`config.mk`:
```
export PLATFORM = sky130hd
export DESIGN_NAME = bmdma_regs
export DESIGN_NICKNAME = d
export VERILOG_FILES = /design/src/rtl/bmdma_regs.sv
export SDC_FILE = /design/constraint.sdc
export NUM_CORES = 1
export LEC_CHECK = 0
export ABC_AREA = 1
export ABC_CLOCK_PERIOD_IN_PS = 2830
export BUFFER_PORTS_ARGS = -buffer_cell sky130_fd_sc_hd__buf_2
export CAP_MARGIN = 30
export CORE_ASPECT_RATIO = 1.2
export CORE_MARGIN = 2
export CORE_UTILIZATION = 53
export CTS_BUF_LIST = sky130_fd_sc_hd__clkbuf_16
export DETAILED_ROUTE_END_ITERATION = 8
export HOLD_SLACK_MARGIN = 0.15
export PLACE_DENSITY = 0.8
export RECOVER_POWER = 50
export SLEW_MARGIN = 20
export SYNTH_ARGS = -nofsm -noshare
export SYNTH_HDL_FRONTEND = slang
export SYNTH_SLANG_ARGS = --single-unit
```
`constraint.sdc`:
```
create_clock -name clk -period 2.83 [get_ports clk]
set_input_delay 0.1415 -clock clk [delete_from_list [all_inputs] [get_ports clk]]
set_output_delay 0.1415 -clock clk [all_outputs]
set_load 0.02 [all_outputs]
```
`src/rtl/bmdma_regs.sv`:
```
module bmdma_regs (
  input  logic        clk,
  input  logic        rst_n,
  input  logic        bus_sel,
  input  logic        bus_wr,
  input  logic        bus_dword,
  input  logic [2:0]  bus_addr,
  input  logic [31:0] bus_wdata,
  output logic [31:0] bus_rdata,
  input  logic        eng_active,
  input  logic        eng_err_set,
  input  logic        eng_irq_set,
  output logic        eng_start,
  output logic        eng_to_mem,
  output logic [31:0] eng_table_ptr,
  output logic        irq_out,
  output logic        xfer_ok
);

  logic       run_q, dir_q, err_q, intr_q;
  logic [1:0] cap_q;
  logic [29:0] ptr_q;
  logic [7:0] lane_we;
  logic [7:0] lane_d [8];
  logic       aligned;
  logic [7:0] cmd_byte, stat_byte;
  logic [63:0] window;

  assign aligned = !bus_dword || (bus_addr[1:0] == 2'b00);

  always_comb begin
    for (int i = 0; i < 8; i++) begin
      lane_we[i] = bus_sel && bus_wr && aligned &&
                   (bus_dword ? (bus_addr[2] == i[2]) : (bus_addr == i[2:0]));
      lane_d[i]  = bus_dword ? bus_wdata[8*(i%4) +: 8] : bus_wdata[7:0];
    end
  end

  always_ff @(posedge clk) begin
    if (!rst_n) begin
      run_q <= 1'b0;
      dir_q <= 1'b0;
    end else if (lane_we[0]) begin
      run_q <= lane_d[0][0];
      if (!run_q) dir_q <= lane_d[0][3];
    end
  end

  always_ff @(posedge clk) begin
    if (!rst_n) begin
      err_q  <= 1'b0;
      intr_q <= 1'b0;
      cap_q  <= 2'b00;
    end else begin
      err_q  <= eng_err_set || (err_q  && !(lane_we[2] && lane_d[2][1]));
      intr_q <= eng_irq_set || (intr_q && !(lane_we[2] && lane_d[2][2]));
      if (lane_we[2]) cap_q <= lane_d[2][6:5];
    end
  end

  always_ff @(posedge clk) begin
    if (!rst_n) ptr_q <= '0;
    else begin
      if (lane_we[4]) ptr_q[5:0]   <= lane_d[4][7:2];
      if (lane_we[5]) ptr_q[13:6]  <= lane_d[5];
      if (lane_we[6]) ptr_q[21:14] <= lane_d[6];
      if (lane_we[7]) ptr_q[29:22] <= lane_d[7];
    end
  end

  assign cmd_byte  = {4'b0, dir_q, 2'b0, run_q};
  assign stat_byte = {1'b0, cap_q, 2'b0, intr_q, err_q, eng_active};
  assign window    = {ptr_q, 2'b00, 8'h00, stat_byte, 8'h00, cmd_byte};

  always_ff @(posedge clk) begin
    if (!rst_n) bus_rdata <= '0;
    else if (bus_sel && !bus_wr) begin
      if (!aligned)       bus_rdata <= '0;
      else if (bus_dword) bus_rdata <= window[32*bus_addr[2] +: 32];
      else                bus_rdata <= {24'h0, window[8*bus_addr +: 8]};
    end
  end

  assign eng_start     = run_q;
  assign eng_to_mem    = dir_q;
  assign eng_table_ptr = {ptr_q, 2'b00};
  assign irq_out       = intr_q;
  assign xfer_ok       = intr_q && !err_q && !eng_active;

endmodule


```
After elaboration in Yosys (flattened, before gate mapping)

Index checks and enable logic that the tools add are counted.

Register bits: 68
Input port bits: 43
Output and inout port bits: 68

Eq/ne operators: 5
Shift operators: 2
Mux-type cells: 11
Bitwise logic cells: 2
Reduce and logical (&&, ||, !) cells: 27

Operators by type and width:

| kind               | count |
|---|---|
| $mux 32            | 2 |
| $shiftx 64x7->32   | 1 |
| $shiftx 64x7->8    | 1 |
| $mux 8             | 3 |
| $logic_and 1x1->1  | 15 |
| $eq 3x3->1 const B | 4 |
| $logic_not 1->1    | 6 |
| $mux 1             | 6 |
| $eq 3x2->1 const B | 1 |
| $logic_not 3->1    | 1 |
| $logic_or 1x1->1   | 3 |
| $logic_not 2->1    | 1 |
| $not 1->1          | 2 |
| $reduce_and 2->1   | 1 |

Longest topological paths before layout

Gate-level depths: netlist of run 1.

Depth after elaboration: 8
Gate-level depth with buffers: 9

Least setup slack after synthesis of run 1

OpenSTA, ideal clock, no wires.

Path kind: input-to-reg
Start: input bus_dword
End: register cap_q[0]
Data arrival time: 1.043 ns
Data required time: 2.714 ns
Setup slack: 1.671 ns
Stages: 8
Path buffers: 2
Cell sequence: buf_4 -> inv_2 -> nor2_2 -> nor2_4 -> buf_6 -> nand2_1 -> o21ai_0 -> nor2_1

Cells in the longest elaborated chain, start to end: 4

Ends and longest elaborated chain:

| element                        | line | RTL |
|---|---|---|
| start: declaration             | 6    | `input logic bus_dword,` |
| $logic_not 1->1                | 29   | `assign aligned = !bus_dword \|\| (bus_addr[1:0] == 2'b00);` |
| $logic_or 1x1->1               | 29   |  |
| $logic_and 1x1->1 (2 in a row) | 33   | `lane_we[i] = bus_sel && bus_wr && aligned &&` |
| end signal: assignment         | 57   | `if (lane_we[2]) cap_q <= lane_d[2][6:5];` |
| end: declaration               | 21   | `logic [1:0] cap_q;` |

Parallel ways exist; a longest one is shown, timed or not.
A chain may end at the register's enable or synchronous reset.

Worst setup path in the final report of run 1

Start: input bus_addr[0]
End: register ptr_q[24]

Cells in the longest elaborated chain, start to end: 4

Ends and longest elaborated chain:

| element                                            | line | RTL |
|---|---|---|
| start: declaration                                 | 7    | `input logic [2:0] bus_addr,` |
| branches (longest 3 deep; another with $eq 3x3->1) | --   |  |
| $logic_and 1x1->1 *                                | 33   |  |
| end signal: assignment                             | 67   | `if (lane_we[7]) ptr_q[29:22] <= lane_d[7];` |
| end: declaration                                   | 22   | `logic [29:0] ptr_q;` |

Every way passes the cells marked *.

==> results.md, run 1 <==
* Outcome: finished clean
* Via Count at 3,417
* Pleak at 1.59 nW
* Total CTS buffers at 9
* Post-CTS sizing at 0
* Antenna cell count at 0
* Io pins at 111
* Ys Warns at 0
* Minimum clock period at 1.81 ns
* Power Density at 610 nW/um^2
* Die area at roughly 6500 um^2
* Net Sw Power at 0.567 mW
* Setup violators final at 0
* Fin Clk Skew at between 0.005 and 0.006 ns
* Clock Latency Late Sink at 0.33 ns
* Initial DRC Count at between 200 and 300
* Post-synthesis sequential area ratio at 44.0%
* Largest net degree at the start of global routing at 29
* Power Internal at 1.81 mW
* Worst-Margin Slew at 0.634 ns
* RSZ-0062 raised after global routing: false
* Total power at between 2 and 2.5 mW
* Critical path data required time at 3.03 ns
* GRT overflow at 0
* CTS tree: done
* Setup slack after layout at 1.02 ns
* Crit-path cells: clkbuf_1, nor2_1, nor2_2, nor2_4, nand2_1, o21ai_0, a21oi_1
* Fillcell total at 529
* Final hold slack at approximately 0.15 ns
* CP peak stage delay at 0.49 ns
* Syn_area_per_cell at 6.89 um^2
* Synth top area share at 44.0%
* Startpoint Class: input pin
* Sequential fraction of design power at 41.9%
* Post-Place Worst Slack at 0.795 ns
* GRT Util Overall at 30.2%
* Arrival time at the worst endpoint at around 2.0 ns
* Worst setup path class: in -> reg
* Sw frac at 23.9%
* Area leader, netlist: dfxtp_1
* Port bufs at 108
* Fin nets at 598
* Gpl congestion at a little over 0.9
* Layout cell share with drive strength beyond 1 at 13.2%
* Detailed Routing Iterations Pass 1 at 5
* Crit. End Element: register
* Die W at 73.7 um
* # DRC at 0
* HP Class: in -> reg
* Row count at 30
* First-pass GRT wire length at 14,700 um
* Synth top area cells: dfxtp_1, nand2_1, a21oi_1, o21ai_0, nand3_1
* Drt total wl at ~9500 um
* TritonCTS Sinks at 68
* WL/cell at about 15 um
* Worst Path Max Fanout at 23
* Core Box Area at 5630 um^2
* Antenna Nets Post-Route at 0
* Combinational power share at 10.1%
* Slowest cell on crit path: nor2_1
* Synth Register Bits at between 60 and 70
* Worst slew margin at 57.5%
* H-tree Lvls at 3
* Clock Tree Root: clkbuf_16
* Fin. max-slew vios at 0
* Number of global-route vias before repair at about 3,100
* Die height at slightly below 90 um
* Clock power frac at 48.0%
* Setup TNS at 0 ns
* Final hold viol count at 0
* Max Clk Rate at 551 MHz
* Vias per cell at roughly 5.5
* Worst VDD drop at 0.420 mV
* Yosys cell types at 26
* Postcts setup bufs at 0
* Reg clk slew, reported paths at 0.05 ns
* Max-cap violations at 0
* Final core occ at 69.2%
* Initial core utilization at 54.9%
* P&R area growth vs syn at 26.0%
* Max Buffers Root-to-Sink at 2
* DP HPWL at 6880 um
* Cell area after synthesis at between 3000 and 4000 um^2
* Initial antenna violation count at 0
* Post-Synthesis Cells at around 450
* Period utilization at 64.1%
-- cell usage after synthesis, drive strengths merged --
master / count
buf: 10
clkinv: 2
o21ai: 35
a21oi: 73
clkbuf: 12
dfxtp: 68
o21a: 1
nand2: 159
o211ai: 1
conb: 1
or2: 1
nand3: 29
a21boi: 1
inv: 29
nor3: 2
nor2: 25
-- routing by layer --
layer / global-route usage (%) / routed length, um
met1: 37.5 / 3920
met2: 49.4 / 4480
met3: 5.41 / 798
met4: 16.4 / 344
met5: 0 / 0
-- logic make-up (layout without fill, tap and decap cells) --
| kind of cell | count (synthesis) | after routing | synth area share (%) |
|---|---|---|---|
| compound gates | 111 | 111 | 19.3 |
| buf+inv | 53 | 163 | 7.69 |
| flops | 68 | 68 | 44.0 |
| other cells | 1 | 2 | 0.121 |
| simple gates | 216 | 216 | 28.9 |
-- area by class of cell --
cell class                 instances  area (um^2)  share of cell area (%)
clock inverter                     7         82.6                    2.12
tap                               64         80.1                    2.06
clock buffer                       9          225                    5.78
timing repair buffer             116          542                    13.9
inverter                          31          116                    2.99
sequential                        68         1360                    34.9
multi-input combinational        329         1490                    38.2
-- registers in the layout, indices dropped and copies added (netlist names) --
name and flops:
bus_rdata 32, cap_q 2, eng_start 1, eng_to_mem 1
err_q 1, irq_out 1, ptr_q 30
-- metrics by stage --
step	instances	area (um^2)
after floorplan	450	3100
after global placement	601	3600
after detailed placement	601	3600
after CTS	624	3980
after global routing	624	3900
final	624	3900
-- what timing repair did --
action,4_1_cts,5_1_grt
setup endpoints to repair,0,0
endpoints found under the hold margin,8,0
hold buffers,7,0
-- critical path: cells and delay by family --
family | cells | cell delay (ns)
and+or+nand+nor | 4 | 1.35
buffers and inverters | 1 | 0.16
AOI/OAI and AO/OA | 2 | 0.34
-- worst paths after layout --
kind         slack (ns)       endpoint  depth (start not counted)     startpoint
max                1.02      ptr_q[24]                          7    bus_addr[0]
min                0.15       ptr_q[4]                          3   bus_wdata[6]
max reg2reg        1.67   bus_rdata[1]                          5      ptr_q[15]
min reg2reg        0.46  bus_rdata[31]                          2  bus_rdata[31]
-- cells in the final DEF, fill, tap and decap left out --
cell type and instances:
nand2_1 156, a21oi_1 70, nor2_4 2, nor2_1 21
dlygate4sd3_1 7, inv_2 2, bufinv_16 2, clkbuf_16 9
buf_2 47, nand3_2 1, nor2_2 2, clkinv_1 5
conb_1 2, o21ai_1 3, nor3_1 2, a21oi_4 3
nand2_2 3, a21boi_0 1, nand3_1 28, buf_4 1
or2_2 1, o21ai_0 32, clkinvlp_4 1, clkbuf_1 61
o21a_1 1, inv_1 28, dfxtp_1 68, o211ai_1 1
-- power by group through the flow --
stage / registers, mW / logic [mW] / clock network [mW]
final: 0.995 / 0.241 / 1.14
after detailed placement: 1.01 / 0.234 / 0
after CTS: 0.994 / 0.243 / 1.15
after floorplan: 1.03 / 0.131 / 0
after global routing: 0.996 / 0.264 / 1.19
after global placement: 1.01 / 0.231 / 0
No activity file was read; power rests on OpenSTA's default activity.
==> inputs of run 2 (changes only) <==
--- a/config.mk
+++ b/config.mk
@@ -6,16 +6,16 @@
 export NUM_CORES = 1
 export LEC_CHECK = 0
 export ABC_AREA = 1
-export ABC_CLOCK_PERIOD_IN_PS = 2830
+export ABC_CLOCK_PERIOD_IN_PS = 1550
 export BUFFER_PORTS_ARGS = -buffer_cell sky130_fd_sc_hd__buf_2
 export CAP_MARGIN = 30
 export CORE_ASPECT_RATIO = 1.2
 export CORE_MARGIN = 2
-export CORE_UTILIZATION = 53
+export CORE_UTILIZATION = 45
 export CTS_BUF_LIST = sky130_fd_sc_hd__clkbuf_16
 export DETAILED_ROUTE_END_ITERATION = 8
 export HOLD_SLACK_MARGIN = 0.15
-export PLACE_DENSITY = 0.8
+export PLACE_DENSITY = 0.72
 export RECOVER_POWER = 50
 export SLEW_MARGIN = 20
 export SYNTH_ARGS = -nofsm -noshare
==> constraint.sdc (replaced) <==
create_clock -name clk -period 1.55 [get_ports clk]
set_input_delay 0.0775 -clock clk [delete_from_list [all_inputs] [get_ports clk]]
set_output_delay 0.0775 -clock clk [all_outputs]
set_load 0.02 [all_outputs]
==> run 2 against run 1 <==
Net effect: wire length up 4.7%; final cell count up 7.2%; clock skew up 0.0015 ns; sequential power up 83%; global-route usage down 3.6 points; critical path depth up 1; combinational power up 110%; count of clock-buffer cells in the layout unchanged; first-iteration DRC count down 1.5%; worst setup slack worse by 0.94 ns; non-clock buffer count up 24; power up 85%; critical endpoint is now irq_out; largest cell class unchanged.
==> results.md, run 2 (synthesis gave the netlist of run 1 again) <==
* CTS tree: done
* Max FFs per register at 32 (unchanged)
* GRT busiest layer: met2
* Placed Cells at 630 (+4.8%)
* Fin Clk Skew at 0.00675 ns (+0.00151 ns)
* Layout cell share with drive strength beyond 1 at 14.6% (+1.4 points)
* Drt total wl at 9990 um (+4.7%)
* Gpl congestion at 0.942 (+2.9%)
* Power Density at 1050 nW/um^2 (+73%)
* Largest net degree at the start of global routing at 37 (+28%)
* Regs by FF count: bus_rdata x32, ptr_q x30, cap_q x2
* Post-Place Worst Slack at 0.179 ns (-0.616 ns)
* Vias per cell at 5.17 (-5.5%)
* TritonCTS Sinks at 68 (unchanged)
* Fin nets at 622 (+4.0%)
* Grt met1 use at 33.4% (-4.1 points)
* Max Buffers Root-to-Sink at 2 (unchanged)
* Antenna cell count at 0 (unchanged)
* Setup slack after layout at 0.0734 ns (-0.942 ns)
* Total CTS buffers at 9 (unchanged)
* Fin. max-slew vios at 0 (unchanged)
* Max-cap violations at 0 (unchanged)
* Max Clk Rate at 677 MHz
* FF+latch area at 1360 um^2 (unchanged)
* Initial core utilization at 45.9% (-9.0 points)
* Final Non-Filler Cells at 669 (+7.2%)
* Worst setup path class: in -> reg
* Setup TNS at 0 ns (unchanged)
* Clock Tree Root: clkbuf_16
* Detailed Routing Iterations Pass 1 at 5 (unchanged)
* GRT overflow at 0 (unchanged)
* Startpoint Class: input pin
* DP HPWL at 7180 um (+4.3%)
* Port bufs at 108 (unchanged)
* Final hold slack at 0.151 ns (-0.000345 ns)
* Final hold viol count at 0 (unchanged)
* H-tree Lvls at 3 (unchanged)
* Setup violators final at 0 (unchanged)
* Initial antenna violation count at 0 (unchanged)
* Largest Register: bus_rdata
* Antenna Nets Post-Route at 0 (unchanged)
* Most common cell after layout, fill and taps aside: nand2_1
* Die area at 7550 um^2 (+17%)
* Io pins at 111 (unchanged)
* RSZ-0062 raised after global routing: false
* Initial DRC Count at 268 (-1.5%)
* Postcts setup bufs at 0 (unchanged)
* Fillcell total at 678 (+28%)
* GRT Util Overall at 26.6% (-3.6 points)
* Die height at 94.8 um (+8.1%)
* Number of global-route vias before repair at 3,161 (+3.4%)
* HP Class: in -> reg
* Die W at 79.7 um (+8.1%)
* WL/cell at 14.9 um (-2.4%)
* Clock Latency Late Sink at 0.34 ns (about the same)
* Most frequent cells in the layout: nand2_1, a21oi_1, dfxtp_1
* Core Box Area at 6730 um^2 (+20%)
* Outcome: finished clean
* First-pass GRT wire length at 15,100 um (+3.3%)
* Reg clk slew, reported paths at 0.06 ns (about the same)
* # DRC at 0 (unchanged)
* Worst Path Max Fanout at 3 (-87%)
* Minimum clock period at 1.48 ns
* Period utilization at a little over nine tenths
* Worst VDD drop at 0.568 mV (+35%)
* Critical path data required time at 1.83 ns (-1.20 ns)
* Arrival time at the worst endpoint at 1.76 ns (-0.26 ns)
* Met3 Use GR at 2.96% (-2.4 points)
* Pleak at 1.71 nW (+7.8%)
* P&R area growth vs syn at 35.1%
* Area of the multi-input gates at 1500 um^2 (+0.67%)
* Met2 Use GR at 46.2% (-3.2 points)
* Via Count at 3,461 (+1.3%)
* Row count at 33 (+10%)
* Crit. End Element: register
run 2: cell count changes in the layout (fill, tap and decap cells not counted), sizes merged:
cell         change
inv              +1
clkinv           -3
clkbuf           -1
buf              +7
dlygate4sd3     +18
run 2: final cells by class:
cell class / count / area share (%)
Clock inverter: 5 / 1.71
Clock buffer: 9 / 5.39
Tap cell: 87 / 2.61
Multi-Input combinational cell: 329 / 35.9
Sequential cell: 68 / 32.6
Inverter: 31 / 2.88
Timing Repair Buffer: 140 / 19.0
run 2: final timing paths:
check	start	endpoint	slack, ns	cells after the start
max	bus_wdata[2]	irq_out	0.07	8
min	bus_wdata[18]	ptr_q[16]	0.15	5
max reg2reg	ptr_q[15]	bus_rdata[1]	0.39	5
min reg2reg	bus_rdata[8]	bus_rdata[8]	0.46	2
run 2: stage by stage:
stage / utilization, % / cell area (um^2) / total power [mW]
2_1_floorplan: - / 3100 / 2.13
6_report: 62.1 / 4180 / 4.40
3_3_place_gp: 55.0 / 3700 / 2.30
5_1_grt: 62.1 / 4180 / 4.52
4_1_cts: 63.1 / 4250 / 4.41
3_5_place_dp: 55.0 / 3700 / 2.30
run 2: repair_timing:
| action | CTS | global route |
|---|---|---|
| endpoints found under the setup margin | 0 | 2 |
| gates resized for setup | 0 | 2 |
| hold buffers | 25 | 0 |
| hold endpoints to repair | 25 | 0 |
run 2: layer usage:
metal	part of all wire, %	up-vias	wire (um)
li1	-	1709	-
met1	42	1574	4190
met2	48	161	4840
met3	7.6	17	763
met4	2.0	0	195
met5	0	-	0
run 2: power breakdown:
part           switching [mW]  total, mW  internal, mW
registers              0.0291       1.82          1.79
logic                   0.319      0.501         0.182
clock network           0.708       2.08          1.37
run 2: critical path, cell delays in order:
cell           delay, ns
dlygate4sd3_1       0.53
buf_2               0.14
nand2_2             0.12
nand2_1             0.08
nand3_1             0.10
nand2_1             0.05
a21oi_1             0.11
dlygate4sd3_1       0.55
